`src/rtl/vff_pkg.sv`:
```
package vff_pkg;
  typedef enum logic [1:0] {
    ST_IDLE   = 2'd0,
    ST_ACTIVE = 2'd1,
    ST_FLUSH  = 2'd2,
    ST_STOP   = 2'd3
  } vff_state_e;

  localparam logic [7:0] OFF_IFLAG = 8'h00;
  localparam logic [7:0] OFF_IEN   = 8'h04;
  localparam logic [7:0] OFF_EN    = 8'h08;
  localparam logic [7:0] OFF_RST   = 8'h0C;
  localparam logic [7:0] OFF_STOP  = 8'h10;
  localparam logic [7:0] OFF_FLUSH = 8'h14;
  localparam logic [7:0] OFF_BASE  = 8'h1C;
  localparam logic [7:0] OFF_LEN   = 8'h24;
  localparam logic [7:0] OFF_THRE  = 8'h28;
  localparam logic [7:0] OFF_WPT   = 8'h2C;
  localparam logic [7:0] OFF_RPT   = 8'h30;
  localparam logic [7:0] OFF_VALID = 8'h3C;
  localparam logic [7:0] OFF_LEFT  = 8'h40;
  localparam logic [7:0] OFF_DBG   = 8'h50;
endpackage

```
`src/rtl/vff_ptr_next.sv`:
```
module vff_ptr_next #(
  parameter int PTR_W = 16
) (
  input  logic [PTR_W:0]   ptr_i,
  input  logic [PTR_W-1:0] len_i,
  output logic [PTR_W:0]   nxt_o
);
  logic [PTR_W:0] inc;

  always_comb begin
    inc = {1'b0, ptr_i[PTR_W-1:0]} + 1'b1;
    if (inc == {1'b0, len_i}) nxt_o = {~ptr_i[PTR_W], {PTR_W{1'b0}}};
    else                      nxt_o = {ptr_i[PTR_W], inc[PTR_W-1:0]};
  end
endmodule

```
`src/rtl/vff_level.sv`:
```
module vff_level #(
  parameter int PTR_W = 16
) (
  input  logic [PTR_W:0]   wpt_i,
  input  logic [PTR_W:0]   rpt_i,
  input  logic [PTR_W-1:0] len_i,
  output logic [PTR_W:0]   valid_o,
  output logic [PTR_W:0]   left_o
);
  logic [PTR_W:0] diff;

  always_comb begin
    diff = {1'b0, wpt_i[PTR_W-1:0]} - {1'b0, rpt_i[PTR_W-1:0]};
    if (wpt_i[PTR_W] != rpt_i[PTR_W]) diff = diff + {1'b0, len_i};
    valid_o = diff;
    left_o  = {1'b0, len_i} - diff;
  end
endmodule

```
`src/rtl/vff_mover.sv`:
```
module vff_mover #(
  parameter int ADDR_W = 32,
  parameter int PTR_W  = 16
) (
  input  logic              clk_i,
  input  logic              rst_ni,
  input  logic              dir_rx_i,
  input  logic              run_i,
  input  logic              flush_i,
  input  logic [ADDR_W-1:0] base_i,
  input  logic [PTR_W-1:0]  ridx_i,
  input  logic [PTR_W-1:0]  widx_i,
  input  logic [PTR_W:0]    valid_i,
  input  logic [PTR_W:0]    left_i,
  input  logic [PTR_W-1:0]  thre_i,
  output logic              mem_req_o,
  output logic              mem_we_o,
  output logic [ADDR_W-1:0] mem_addr_o,
  output logic [7:0]        mem_wdata_o,
  input  logic              mem_gnt_i,
  input  logic [7:0]        mem_rdata_i,
  output logic              tx_valid_o,
  output logic [7:0]        tx_data_o,
  input  logic              tx_ready_i,
  input  logic              rx_valid_i,
  input  logic [7:0]        rx_data_i,
  output logic              rx_ready_o,
  output logic              adv_o,
  output logic              busy_o,
  output logic              drained_o
);
  localparam int PAD_W = ADDR_W - PTR_W;

  logic              busy_q, we_q, stage_full_q;
  logic [ADDR_W-1:0] addr_q;
  logic [7:0]        data_q, stage_q;
  logic              tx_start, rx_take, at_thre;

  assign at_thre    = valid_i >= {1'b0, thre_i};
  assign tx_start   = !dir_rx_i && run_i && !busy_q && !stage_full_q &&
                      (valid_i != '0) && (at_thre || flush_i);
  assign rx_ready_o = dir_rx_i && run_i && !busy_q && (left_i != '0);
  assign rx_take    = rx_valid_i && rx_ready_o;
  assign adv_o      = busy_q && mem_gnt_i;

  always_ff @(posedge clk_i or negedge rst_ni) begin
    if (!rst_ni) begin
      busy_q       <= 1'b0;
      we_q         <= 1'b0;
      addr_q       <= '0;
      data_q       <= '0;
      stage_q      <= '0;
      stage_full_q <= 1'b0;
    end else begin
      if (tx_start) begin
        busy_q <= 1'b1;
        we_q   <= 1'b0;
        addr_q <= base_i + {{PAD_W{1'b0}}, ridx_i};
      end else if (rx_take) begin
        busy_q <= 1'b1;
        we_q   <= 1'b1;
        addr_q <= base_i + {{PAD_W{1'b0}}, widx_i};
        data_q <= rx_data_i;
      end else if (adv_o) begin
        busy_q <= 1'b0;
      end
      if (adv_o && !we_q) begin
        stage_q      <= mem_rdata_i;
        stage_full_q <= 1'b1;
      end else if (stage_full_q && tx_ready_i) begin
        stage_full_q <= 1'b0;
      end
    end
  end

  assign mem_req_o   = busy_q;
  assign mem_we_o    = we_q;
  assign mem_addr_o  = addr_q;
  assign mem_wdata_o = data_q;
  assign tx_valid_o  = stage_full_q;
  assign tx_data_o   = stage_q;
  assign busy_o      = busy_q;
  assign drained_o   = dir_rx_i ? !busy_q : (!busy_q && !stage_full_q && valid_i == '0);

  a_r3_req_hold: assert property (@(posedge clk_i) disable iff (!rst_ni)
    (mem_req_o && !mem_gnt_i) |=> (mem_req_o && $stable(mem_addr_o) && $stable(mem_we_o)));

  a_r3_tx_hold: assert property (@(posedge clk_i) disable iff (!rst_ni)
    (tx_valid_o && !tx_ready_i) |=> (tx_valid_o && $stable(tx_data_o)));
endmodule

```
`src/rtl/vff_regs.sv`:
```
module vff_regs
  import vff_pkg::*;
#(
  parameter int ADDR_W = 32,
  parameter int PTR_W  = 16,
  parameter int REG_AW = 8
) (
  input  logic              clk_i,
  input  logic              rst_ni,
  input  logic              dir_rx_i,
  input  logic              reg_wr_i,
  input  logic [REG_AW-1:0] reg_addr_i,
  input  logic [31:0]       reg_wdata_i,
  output logic [31:0]       reg_rdata_o,
  input  logic [PTR_W:0]    valid_i,
  input  logic [PTR_W:0]    left_i,
  input  logic [PTR_W:0]    hw_nxt_i,
  input  logic              adv_i,
  input  logic              busy_i,
  input  logic              drained_i,
  output logic              run_o,
  output logic              flush_o,
  output logic [ADDR_W-1:0] base_o,
  output logic [PTR_W-1:0]  len_o,
  output logic [PTR_W-1:0]  thre_o,
  output logic [PTR_W:0]    wpt_o,
  output logic [PTR_W:0]    rpt_o,
  output logic              irq_o
);
  localparam int PZ = 32 - PTR_W - 1;
  localparam int LZ = 32 - PTR_W;

  logic              en_q, stop_q, rst_pend_q, flush_q;
  logic [1:0]        flag_q, ien_q, flag_set, flag_clr, ien_mask;
  logic [ADDR_W-1:0] base_q;
  logic [PTR_W-1:0]  len_q, thre_q;
  logic [PTR_W:0]    wpt_q, rpt_q;
  logic              halt, quiesce, flush_done, thre_ok;
  vff_state_e        state;

  function automatic logic hit(input logic [7:0] off);
    return reg_wr_i && (reg_addr_i == off[REG_AW-1:0]);
  endfunction

  assign halt       = stop_q | rst_pend_q;
  assign quiesce    = halt && !busy_i;
  assign flush_done = flush_q && drained_i;
  assign thre_ok    = en_q && (thre_q != '0);
  assign ien_mask   = dir_rx_i ? 2'b11 : 2'b01;

  always_comb begin
    flag_set = 2'b00;
    flag_clr = 2'b00;
    if (dir_rx_i) begin
      flag_set[0] = thre_ok && (valid_i >= {1'b0, thre_q});
      flag_set[1] = flush_done;
      if (hit(OFF_IFLAG)) flag_clr = reg_wdata_i[1:0];
    end else begin
      flag_set[0] = thre_ok && (left_i >= {1'b0, thre_q});
      if (hit(OFF_IFLAG) && !reg_wdata_i[0]) flag_clr = 2'b01;
    end
  end

  always_ff @(posedge clk_i or negedge rst_ni) begin
    if (!rst_ni) begin
      en_q <= 1'b0; stop_q <= 1'b0; rst_pend_q <= 1'b0; flush_q <= 1'b0;
      flag_q <= '0; ien_q <= '0; base_q <= '0; len_q <= '0; thre_q <= '0;
      wpt_q <= '0; rpt_q <= '0;
    end else if (rst_pend_q && !busy_i) begin
      en_q <= 1'b0; stop_q <= 1'b0; rst_pend_q <= 1'b0; flush_q <= 1'b0;
      flag_q <= '0; wpt_q <= '0; rpt_q <= '0;
    end else begin
      if (quiesce)          en_q <= 1'b0;
      else if (hit(OFF_EN)) en_q <= reg_wdata_i[0] & ~halt;
      if (hit(OFF_STOP))  stop_q <= reg_wdata_i[0];
      if (hit(OFF_RST) && reg_wdata_i[0]) rst_pend_q <= 1'b1;
      if (hit(OFF_FLUSH) && reg_wdata_i[0]) flush_q <= 1'b1;
      else if (flush_done)                  flush_q <= 1'b0;
      flag_q <= (flag_q & ~flag_clr) | flag_set;
      if (hit(OFF_IEN))  ien_q  <= reg_wdata_i[1:0] & ien_mask;
      if (hit(OFF_BASE)) base_q <= reg_wdata_i[ADDR_W-1:0];
      if (hit(OFF_LEN))  len_q  <= reg_wdata_i[PTR_W-1:0];
      if (hit(OFF_THRE)) thre_q <= reg_wdata_i[PTR_W-1:0];
      if (dir_rx_i) begin
        if (adv_i)            wpt_q <= hw_nxt_i;
        if (hit(OFF_RPT))     rpt_q <= reg_wdata_i[PTR_W:0];
      end else begin
        if (adv_i)            rpt_q <= hw_nxt_i;
        if (hit(OFF_WPT))     wpt_q <= reg_wdata_i[PTR_W:0];
      end
    end
  end

  always_comb begin
    if (en_q && halt) state = ST_STOP;
    else if (flush_q) state = ST_FLUSH;
    else if (en_q)    state = ST_ACTIVE;
    else              state = ST_IDLE;
  end

  always_comb begin
    reg_rdata_o = '0;
    case (reg_addr_i)
      OFF_IFLAG[REG_AW-1:0]: reg_rdata_o = {30'b0, flag_q};
      OFF_IEN[REG_AW-1:0]:   reg_rdata_o = {30'b0, ien_q};
      OFF_EN[REG_AW-1:0]:    reg_rdata_o = {31'b0, en_q};
      OFF_STOP[REG_AW-1:0]:  reg_rdata_o = {31'b0, stop_q};
      OFF_FLUSH[REG_AW-1:0]: reg_rdata_o = {31'b0, flush_q};
      OFF_BASE[REG_AW-1:0]:  reg_rdata_o = base_q;
      OFF_LEN[REG_AW-1:0]:   reg_rdata_o = {{LZ{1'b0}}, len_q};
      OFF_THRE[REG_AW-1:0]:  reg_rdata_o = {{LZ{1'b0}}, thre_q};
      OFF_WPT[REG_AW-1:0]:   reg_rdata_o = {{PZ{1'b0}}, wpt_q};
      OFF_RPT[REG_AW-1:0]:   reg_rdata_o = {{PZ{1'b0}}, rpt_q};
      OFF_VALID[REG_AW-1:0]: reg_rdata_o = {{PZ{1'b0}}, valid_i};
      OFF_LEFT[REG_AW-1:0]:  reg_rdata_o = {{PZ{1'b0}}, left_i};
      OFF_DBG[REG_AW-1:0]:   reg_rdata_o = {30'b0, state};
      default:               reg_rdata_o = '0;
    endcase
  end

  assign run_o   = en_q && !halt;
  assign flush_o = flush_q;
  assign base_o  = base_q;
  assign len_o   = len_q;
  assign thre_o  = thre_q;
  assign wpt_o   = wpt_q;
  assign rpt_o   = rpt_q;
  assign irq_o   = |(flag_q & ien_q);

  logic unused_wdata;
  assign unused_wdata = ^reg_wdata_i;

  a_r7_stop_waits_grant: assert property (@(posedge clk_i) disable iff (!rst_ni)
    (stop_q && en_q && busy_i && !hit(OFF_EN)) |=> en_q);

  a_r6_flush_holds_busy: assert property (@(posedge clk_i) disable iff (!rst_ni)
    (flush_q && busy_i) |=> flush_q);

  a_r8_warm_rst_clears: assert property (@(posedge clk_i) disable iff (!rst_ni)
    (rst_pend_q && !busy_i) |=> (!en_q && !stop_q && wpt_q == '0 && rpt_q == '0));
endmodule

```
`src/rtl/vff_dma_chan.sv`:
```
module vff_dma_chan #(
  parameter int ADDR_W = 32,
  parameter int PTR_W  = 16,
  parameter int REG_AW = 8
) (
  input  logic              clk_i,
  input  logic              rst_ni,
  input  logic              dir_rx_i,
  input  logic              reg_wr_i,
  input  logic [REG_AW-1:0] reg_addr_i,
  input  logic [31:0]       reg_wdata_i,
  output logic [31:0]       reg_rdata_o,
  output logic              mem_req_o,
  output logic              mem_we_o,
  output logic [ADDR_W-1:0] mem_addr_o,
  output logic [7:0]        mem_wdata_o,
  input  logic              mem_gnt_i,
  input  logic [7:0]        mem_rdata_i,
  output logic              tx_valid_o,
  output logic [7:0]        tx_data_o,
  input  logic              tx_ready_i,
  input  logic              rx_valid_i,
  input  logic [7:0]        rx_data_i,
  output logic              rx_ready_o,
  output logic              irq_o
);
  logic              run, flush, adv, busy, drained;
  logic [ADDR_W-1:0] base;
  logic [PTR_W-1:0]  len, thre;
  logic [PTR_W:0]    wpt, rpt, valid, left, hw_ptr, hw_nxt;

  assign hw_ptr = dir_rx_i ? wpt : rpt;

  vff_regs #(.ADDR_W(ADDR_W), .PTR_W(PTR_W), .REG_AW(REG_AW)) i_regs (
    .clk_i, .rst_ni, .dir_rx_i, .reg_wr_i, .reg_addr_i, .reg_wdata_i, .reg_rdata_o,
    .valid_i(valid), .left_i(left), .hw_nxt_i(hw_nxt), .adv_i(adv), .busy_i(busy),
    .drained_i(drained), .run_o(run), .flush_o(flush), .base_o(base), .len_o(len),
    .thre_o(thre), .wpt_o(wpt), .rpt_o(rpt), .irq_o
  );

  vff_level #(.PTR_W(PTR_W)) i_level (
    .wpt_i(wpt), .rpt_i(rpt), .len_i(len), .valid_o(valid), .left_o(left)
  );

  vff_ptr_next #(.PTR_W(PTR_W)) i_ptr_next (
    .ptr_i(hw_ptr), .len_i(len), .nxt_o(hw_nxt)
  );

  vff_mover #(.ADDR_W(ADDR_W), .PTR_W(PTR_W)) i_mover (
    .clk_i, .rst_ni, .dir_rx_i, .run_i(run), .flush_i(flush), .base_i(base),
    .ridx_i(rpt[PTR_W-1:0]), .widx_i(wpt[PTR_W-1:0]), .valid_i(valid), .left_i(left),
    .thre_i(thre), .mem_req_o, .mem_we_o, .mem_addr_o, .mem_wdata_o, .mem_gnt_i,
    .mem_rdata_i, .tx_valid_o, .tx_data_o, .tx_ready_i, .rx_valid_i, .rx_data_i,
    .rx_ready_o, .adv_o(adv), .busy_o(busy), .drained_o(drained)
  );
endmodule

```
`config.mk`:
```
export PLATFORM = sky130hd
export DESIGN_NAME = vff_dma_chan
export DESIGN_NICKNAME = d
export VERILOG_FILES = /design/src/rtl/vff_pkg.sv /design/src/rtl/vff_ptr_next.sv /design/src/rtl/vff_level.sv /design/src/rtl/vff_mover.sv /design/src/rtl/vff_regs.sv /design/src/rtl/vff_dma_chan.sv
export SDC_FILE = /design/constraint.sdc
export NUM_CORES = 1
export LEC_CHECK = 0
export ABC_AREA = 1
export BUFFER_PORTS_ARGS = -buffer_cell sky130_fd_sc_hd__buf_4
export CORE_ASPECT_RATIO = 1.5
export CORE_MARGIN = 10
export CORE_UTILIZATION = 35
export CTS_CLUSTER_SIZE = 28
export DETAILED_ROUTE_END_ITERATION = 10
export GPL_TIMING_DRIVEN = 0
export SYNTH_ARGS = -nofsm -noshare
export SYNTH_HDL_FRONTEND = slang
export SYNTH_HIERARCHICAL = 1
export SYNTH_SLANG_ARGS = --single-unit
```
`constraint.sdc`:
```
create_clock -name clk_i -period 5.4 [get_ports clk_i]
set_input_delay 0.27 -clock clk_i [delete_from_list [all_inputs] [get_ports clk_i]]
set_output_delay 0.27 -clock clk_i [all_outputs]
set_load 0.005 [all_outputs]
```
* Word level (Yosys, flattened, before mapping) *
Index checks and enable logic that the tools add are counted.

word-level totals
  bits in registers = 157
  bits of input ports = 63
  logic and storage cells = 159
  output and inout port bits = 85

cells by class
  $lt $le $gt $ge = 2
  bitwise gates (word level) = 11
  muxes and demuxes = 41
  add/sub/neg operators = 6
  eq/ne operators = 17
  reductions and logical operators = 65

operators by type and width
  operator                                              number
  case mux 32 bit (13 select lines)                     1
  2-to-1 mux 17 bit                                     10
  adder 32 x 16 -> 32 bit                               2
  2-to-1 mux 32 bit                                     2
  equality test 8 x 6 -> 1 bit (second input constant)  5
  logical AND 1 bit                                     36
  greater-or-equal comparator 17 x 16 -> 1 bit          2
  nonzero test 17 bit                                   2
  equality test 8 x 5 -> 1 bit (second input constant)  3
  2-to-1 mux 1 bit                                      22
  adder 16 x 1 -> 17 bit (second input constant)        1
  adder 17 x 16 -> 17 bit                               1
  equality test 17 x 16 -> 1 bit                        1
  zero test 17 bit                                      1
  subtractor 16 x 16 -> 17 bit                          1
  subtractor 16 x 17 -> 17 bit                          1
  equality test 8 x 4 -> 1 bit (second input constant)  2
  equality test 8 x 7 -> 1 bit (second input constant)  2
  nonzero test 16 bit                                   1
  nonzero test 3 bit                                    5
  AND reduction 2 bit                                   7
  2-to-1 mux 2 bit                                      6
  equality test 8 x 3 -> 1 bit (second input constant)  1
  zero test 8 bit                                       1
  12 further kinds                                      26

* Longest topological paths before layout *
  depth in word-level cells = 10
  depth in mapped cells = 49
  gate-level depth less buffers = 49

* Cells and area by module *
Netlist, hierarchy kept.

modules (own cells, without submodules)
  module        sequential area each (sq um)  cells an instance  instances  area an instance (sq um)
  vff_regs      2652.5                        854                1          6328.6
  vff_mover     1276.2                        725                1          4488.1
  vff_level     0.0                           583                1          3075.4
  vff_ptr_next  0.0                           194                1          932.1
  vff_dma_chan  0.0                           55                 1          255.2

* Worst setup path after synthesis *
Ideal clock, no wire load.

  path kind = register to register
  start point = reg i_regs.wpt_q[0] (netlist: i_regs/wpt_o[0])
  end point = reg i_mover.addr_q[25] (netlist: i_mover/mem_addr_o[25])
  period minus slack after synthesis = 5.416 ns
  data required time = 5.284 ns
  buffers on the path = 1
  slack = -0.016 ns
  stages on the path, launching flop included = 48
  arrival time = 5.300 ns
  setup time = 0.116 ns
  cells stage by stage = dfrtp_1 > inv_1 > ha_1 > fa_1 > inv_1 > nand3_1 > nand2_1 > nand4_1 > nand3_1 > nand2_1 > and2_1 > ha_1 > nand2_1 > nor2_2 > inv_1 > nor2_1 > nand2_1 > nand2_1 > (+12 left out) > nand2_2 > nand2_4 > inv_2 > buf_4 > nand2_1 > nand2_1 > ha_1 > or2_2 > nand3_1 > nand2_1 > nand2_1 > nand2_1 > nand2_1 > nand2_1 > nand2_1 > nand2_1 > nand2_1 > nand2_1

on the way
  word-level cells in the longest chain between the ends = 8
  elaborated cells on any way between the ends = 16
  those cells by class = add/sub (4); order compare (1); mux (3); reduce/logical (8)

RTL lines
  what                                 line                RTL
  start: declaration                   vff_regs.sv:37      logic [PTR_W:0] wpt_q, rpt_q;
  start signal: assignment             vff_regs.sv:85      if (adv_i) wpt_q <= hw_nxt_i;
  start signal: assignment             vff_regs.sv:89      if (hit(OFF_WPT)) wpt_q <= reg_wdata_i[PTR_W:0];
  subtractor 16 x 16 -> 17 bit *       vff_level.sv:13     diff = {1'b0, wpt_i[PTR_W-1:0]} - {1'b0, rpt_i[PTR_W-1:0]};
  adder 17 x 16 -> 17 bit              vff_level.sv:14     if (wpt_i[PTR_W] != rpt_i[PTR_W]) diff = diff + {1'b0, len_i};
  2-to-1 mux 17 bit *                  vff_level.sv:14
  named net valid[15]                  vff_dma_chan.sv:30  logic [PTR_W:0] wpt, rpt, valid, left, hw_ptr, hw_nxt;
  subtractor 16 x 17 -> 17 bit         vff_level.sv:16     left_o = {1'b0, len_i} - diff;
  nonzero test 17 bit                  vff_mover.sv:42     assign rx_ready_o = dir_rx_i && run_i && !busy_q && (left_i != '0);
  logical AND 1 bit                    vff_mover.sv:42
  logical AND 1 bit                    vff_mover.sv:43     assign rx_take = rx_valid_i && rx_ready_o;
  nonzero test 2 bit (no source line)  -
  end signal: assignment               vff_mover.sv:58     addr_q <= base_i + {{PAD_W{1'b0}}, ridx_i};
  end signal: assignment               vff_mover.sv:62     addr_q <= base_i + {{PAD_W{1'b0}}, widx_i};
  end: declaration                     vff_mover.sv:35     logic [ADDR_W-1:0] addr_q;

The timed path passes the listed nets; every way through them passes the cells marked *. The select of a mux whose other input is x is not followed.
A chain may end at the register's enable or synchronous reset.

* Worst setup path in the final report *
  start point = reg i_regs.rpt_q[0] (netlist: i_regs/rpt_o[0])
  end point = reg i_mover.addr_q[18] (netlist: i_mover/mem_addr_o[18])

on the way
  word-level cells in the longest chain between the ends = 8
  elaborated cells on any way between the ends = 15
  those cells by class = add/sub (4); order compare (1); mux (2); reduce/logical (8)

RTL lines
  what                                 line                RTL
  start: declaration                   vff_regs.sv:37
  start signal: assignment             vff_regs.sv:86      if (hit(OFF_RPT)) rpt_q <= reg_wdata_i[PTR_W:0];
  start signal: assignment             vff_regs.sv:88      if (adv_i) rpt_q <= hw_nxt_i;
  subtractor 16 x 16 -> 17 bit *       vff_level.sv:13
  adder 17 x 16 -> 17 bit              vff_level.sv:14
  2-to-1 mux 17 bit *                  vff_level.sv:14
  named net valid[9]                   vff_dma_chan.sv:30
  subtractor 16 x 17 -> 17 bit         vff_level.sv:16
  nonzero test 17 bit                  vff_mover.sv:42
  logical AND 1 bit                    vff_mover.sv:42
  logical AND 1 bit                    vff_mover.sv:43
  nonzero test 2 bit (no source line)  -

The timed path passes the listed nets; every way through them passes the cells marked *.

==> summary.md <==
| Metric | Value |
|---|---|
| Largest net degree at the start of global routing | 85 |
| TNS Setup | -14.99 ns |
| Synth Instances | 2,411 |
| Worst hold path type | input port to flop |
| Final Setup Violations | 48 |
| Synthesized flop and latch total | 157 |
| Cell area after placement | 0.0169 mm2 |
| Clock Skew | 0.0196 ns |
| Routed vias | 17.0k |
| Leak Pwr | 10.4 nW |
| CP max stage delay | 0.51 ns |
| Layout cells sized above 1 | 24.2% |
| Fmax | 167 MHz |
| Routed len/inst | 21.1 um |
| RSZ-0062 raised after global routing | true |
| ANT nets after route | 0 |
| GPL Wtd Cong | 1.07 |
| Ant. Diodes | 0 |
| Clock sink count | 157 |
| CP required | 5.74 ns |
| Non-filler instance count after layout | 3,249 |
| Post-synth EDFFs | 0 |
| Max cap viols | 0 |
| Post-Syn Nets | 2,588 |
| Max VDD drop | 397 uV |
| Worst-margin pin slew | 1.06 ns |
| Routed WL | 68.4 mm |
| FF/Latch Area | 0.00396 mm2 |
| Cell Pwr Density | 651 mW/mm2 |
| Pins Over Slew Limit | 0 |
| Post-detailed-placement half-perimeter wirelength | 52.0 mm |
| Final instance area | 0.0196 mm2 |
| Critical path arrival | 6.34 ns |
| Utilization after layout | 45.7% |
| Drt first pass iters | 6 |
| Synth-to-Final Area Change | 29.8% |
| Die height | 274 um |
| Min Hold Slack | 0.00985 ns |
| Initial core utilization | 35.2% |
| Die Area | 0.0520 mm2 |
| Initial antenna violation count | 1 |
| Endpoints failing hold | 0 |
| Final min period | 6.00 ns |
| Vias in the first global route | 16.8k |
| Vias/cell | 5.22 |
| Clk pin slew, worst setup/hold paths | 0.07 ns |
| Register area share after synthesis | 26.1% |
| Root buf cell | clkbuf_16 |
| IO Port Bufs | 147 |
| Area of the multi-input gates | 0.0105 mm2 |
| Cell area after synthesis | 0.0151 mm2 |
| Synth warn | 6 |
| Distinct cells, synth | 55 |
| Worst Path Class, Setup | flop to flop |
| Fill cells | 4,485 |
| Asr flop ratio synth | 100% |
| Die width | 189 um |
| Status | finished with violations |
| Final global-route overflow total | 0 |
| I/O pins | 148 |
| Power Total | 12.7 mW |
| TritonCTS clock tree | done |
| Final nets | 2,843 |
| Violated checks | setup timing |
| Slowest-stage cell, CP | dfrtp_2 |
| Initial DRC count | 1,470 |
| Crit path launch type | flop |
| Crit-path max FO | 8 |
| Final worst slack | -0.602 ns |
| CP Capture Type | flop |
| Period utilization | 111% |
| Clock buffer depth | 2 |
| Core Area | 0.0428 mm2 |
| GRT Util Overall | 25.7% |
| First-pass GRT wire length | 100 mm |
| CP most frequent cell | nand2_1 |
| Residual DRC | 0 |
| Placed cells | 3,129 |
| FP Rows | 93 |
| CTS Buf Count | 17 |
| Slew margin rel. | 28.5% |
| Clk Latency, worst-skew pair | 0.46 ns |
| Synthesized area per cell | 6.25 um2 |
| H-tree Lvls | 4 |
| Dpl ws | -1.70 ns |
| Post-synth top flop | dfrtp_1 |
==> layout make-up <==
| cell class | instances | area share, % |
|---|---|---|
| clock inverters | 13 | 0.659 |
| plain buffers | 54 | 1.80 |
| well taps | 570 | 3.64 |
| multi-input cells | 1793 | 53.9 |
| repair buffers | 237 | 9.59 |
| clock buffers | 19 | 2.26 |
| inverters | 406 | 7.91 |
| flip-flops and latches | 157 | 20.2 |
==> power by group <==
part	total [mW]	switching, mW	internal (mW)
clock network	1.21	0.554	0.659
logic	9.69	6.06	3.63
registers	1.83	0.412	1.42
==> Yosys cell counts, types with 7 or more instances <==
cell type	count	area share (%)
nand2_1	821	20
inv_1	397	9.9
nand3_1	176	5.8
nor2_1	162	4.0
dfrtp_1	157	26
o21ai_0	130	4.3
ha_1	110	9.1
a21oi_1	100	3.3
nand4_1	45	1.9
xor2_1	36	2.1
nand2_2	33	1.4
nor3_1	26	0.86
o22ai_1	25	1.0
nor2_2	23	0.95
buf_2	20	0.66
clkbuf_1	20	0.50
a22oi_1	10	0.50
mux2_2	9	0.67
nand3_2	9	0.60
xnor2_1	7	0.41
==> cells in the final DEF (no fill, tap or decap), types with 73 or more instances in the layout <==
cell	Yosys	layout
nand3_1	176	158
nand2_2	33	88
ha_1	110	73
o21ai_0	130	119
a21oi_1	100	85
buf_4	6	230
nand2_1	821	740
inv_1	397	380
dfrtp_1	157	132
nor2_1	162	144
==> repair_timing <==
action,CTS,global route
pin swaps,60,61
endpoints found under the hold margin,78,0
cloned,0,1
gates resized for setup,229,100
hold buffers,6,0
setup endpoints to repair,58,53
buffers inserted,60,22
==> routing by layer <==
layer  GRT usage, %  vias to the layer above  share of wire, %
met5              0                        -                 0
met4           21.9                        0               9.9
met3           3.31                      228               5.5
met2           45.1                      656                49
met1           26.6                     7912                35
li1               -                     8169                 -
==> worst paths after layout <==
check	slack, ns	from	depth (start not counted)	to
max	-0.60	i_regs/rpt_o[0]	45	i_mover/mem_addr_o[18]
max reg2reg	-0.60	i_regs/rpt_o[0]	45	i_mover/mem_addr_o[18]
min reg2reg	0.49	i_mover/mem_wdata_o[2]	2	i_mover/mem_wdata_o[2]
max in group asynchronous	4.13	rst_ni	3	i_regs/rpt_o[8]
min in group asynchronous	0.37	rst_ni	2	i_mover/mem_wdata_o[0]
min	0.01	rx_data_i[4]	3	i_mover/mem_wdata_o[4]
==> cell families after synthesis <==
logic type / count (synthesis) / synth area share [%]
fa+ha+maj: 114 / 9.66
buf+inv: 461 / 12.4
mux: 9 / 0.672
simple gates: 1333 / 38.0
compound gates: 294 / 10.8
flops: 157 / 26.1
xor+xnor: 43 / 2.50
==> critical path: cells and delay by family, from the launching register on <==
kind	cells	cell delay (ns)
and+or+nand+nor	29	2.35
adders and majority gates	6	1.64
buffers and inverters	7	0.75
DFF	1	0.51
AOI/OAI and AO/OA	2	0.38
xor gates and xnor gates	1	0.20
==> flip-flops by register name (all words and copies together), names as in the netlist, 2 cells and up <==
signal               count
i_mover/mem_addr_o      32
i_mover/mem_wdata_o      8
i_mover/tx_data_o        8
i_regs/base_o           32
i_regs/flag_q            2
i_regs/ien_q             2
i_regs/len_o            16
i_regs/rpt_o            17
i_regs/thre_o           16
i_regs/wpt_o            17
Note: power is estimated with default switching activity, not from simulation.
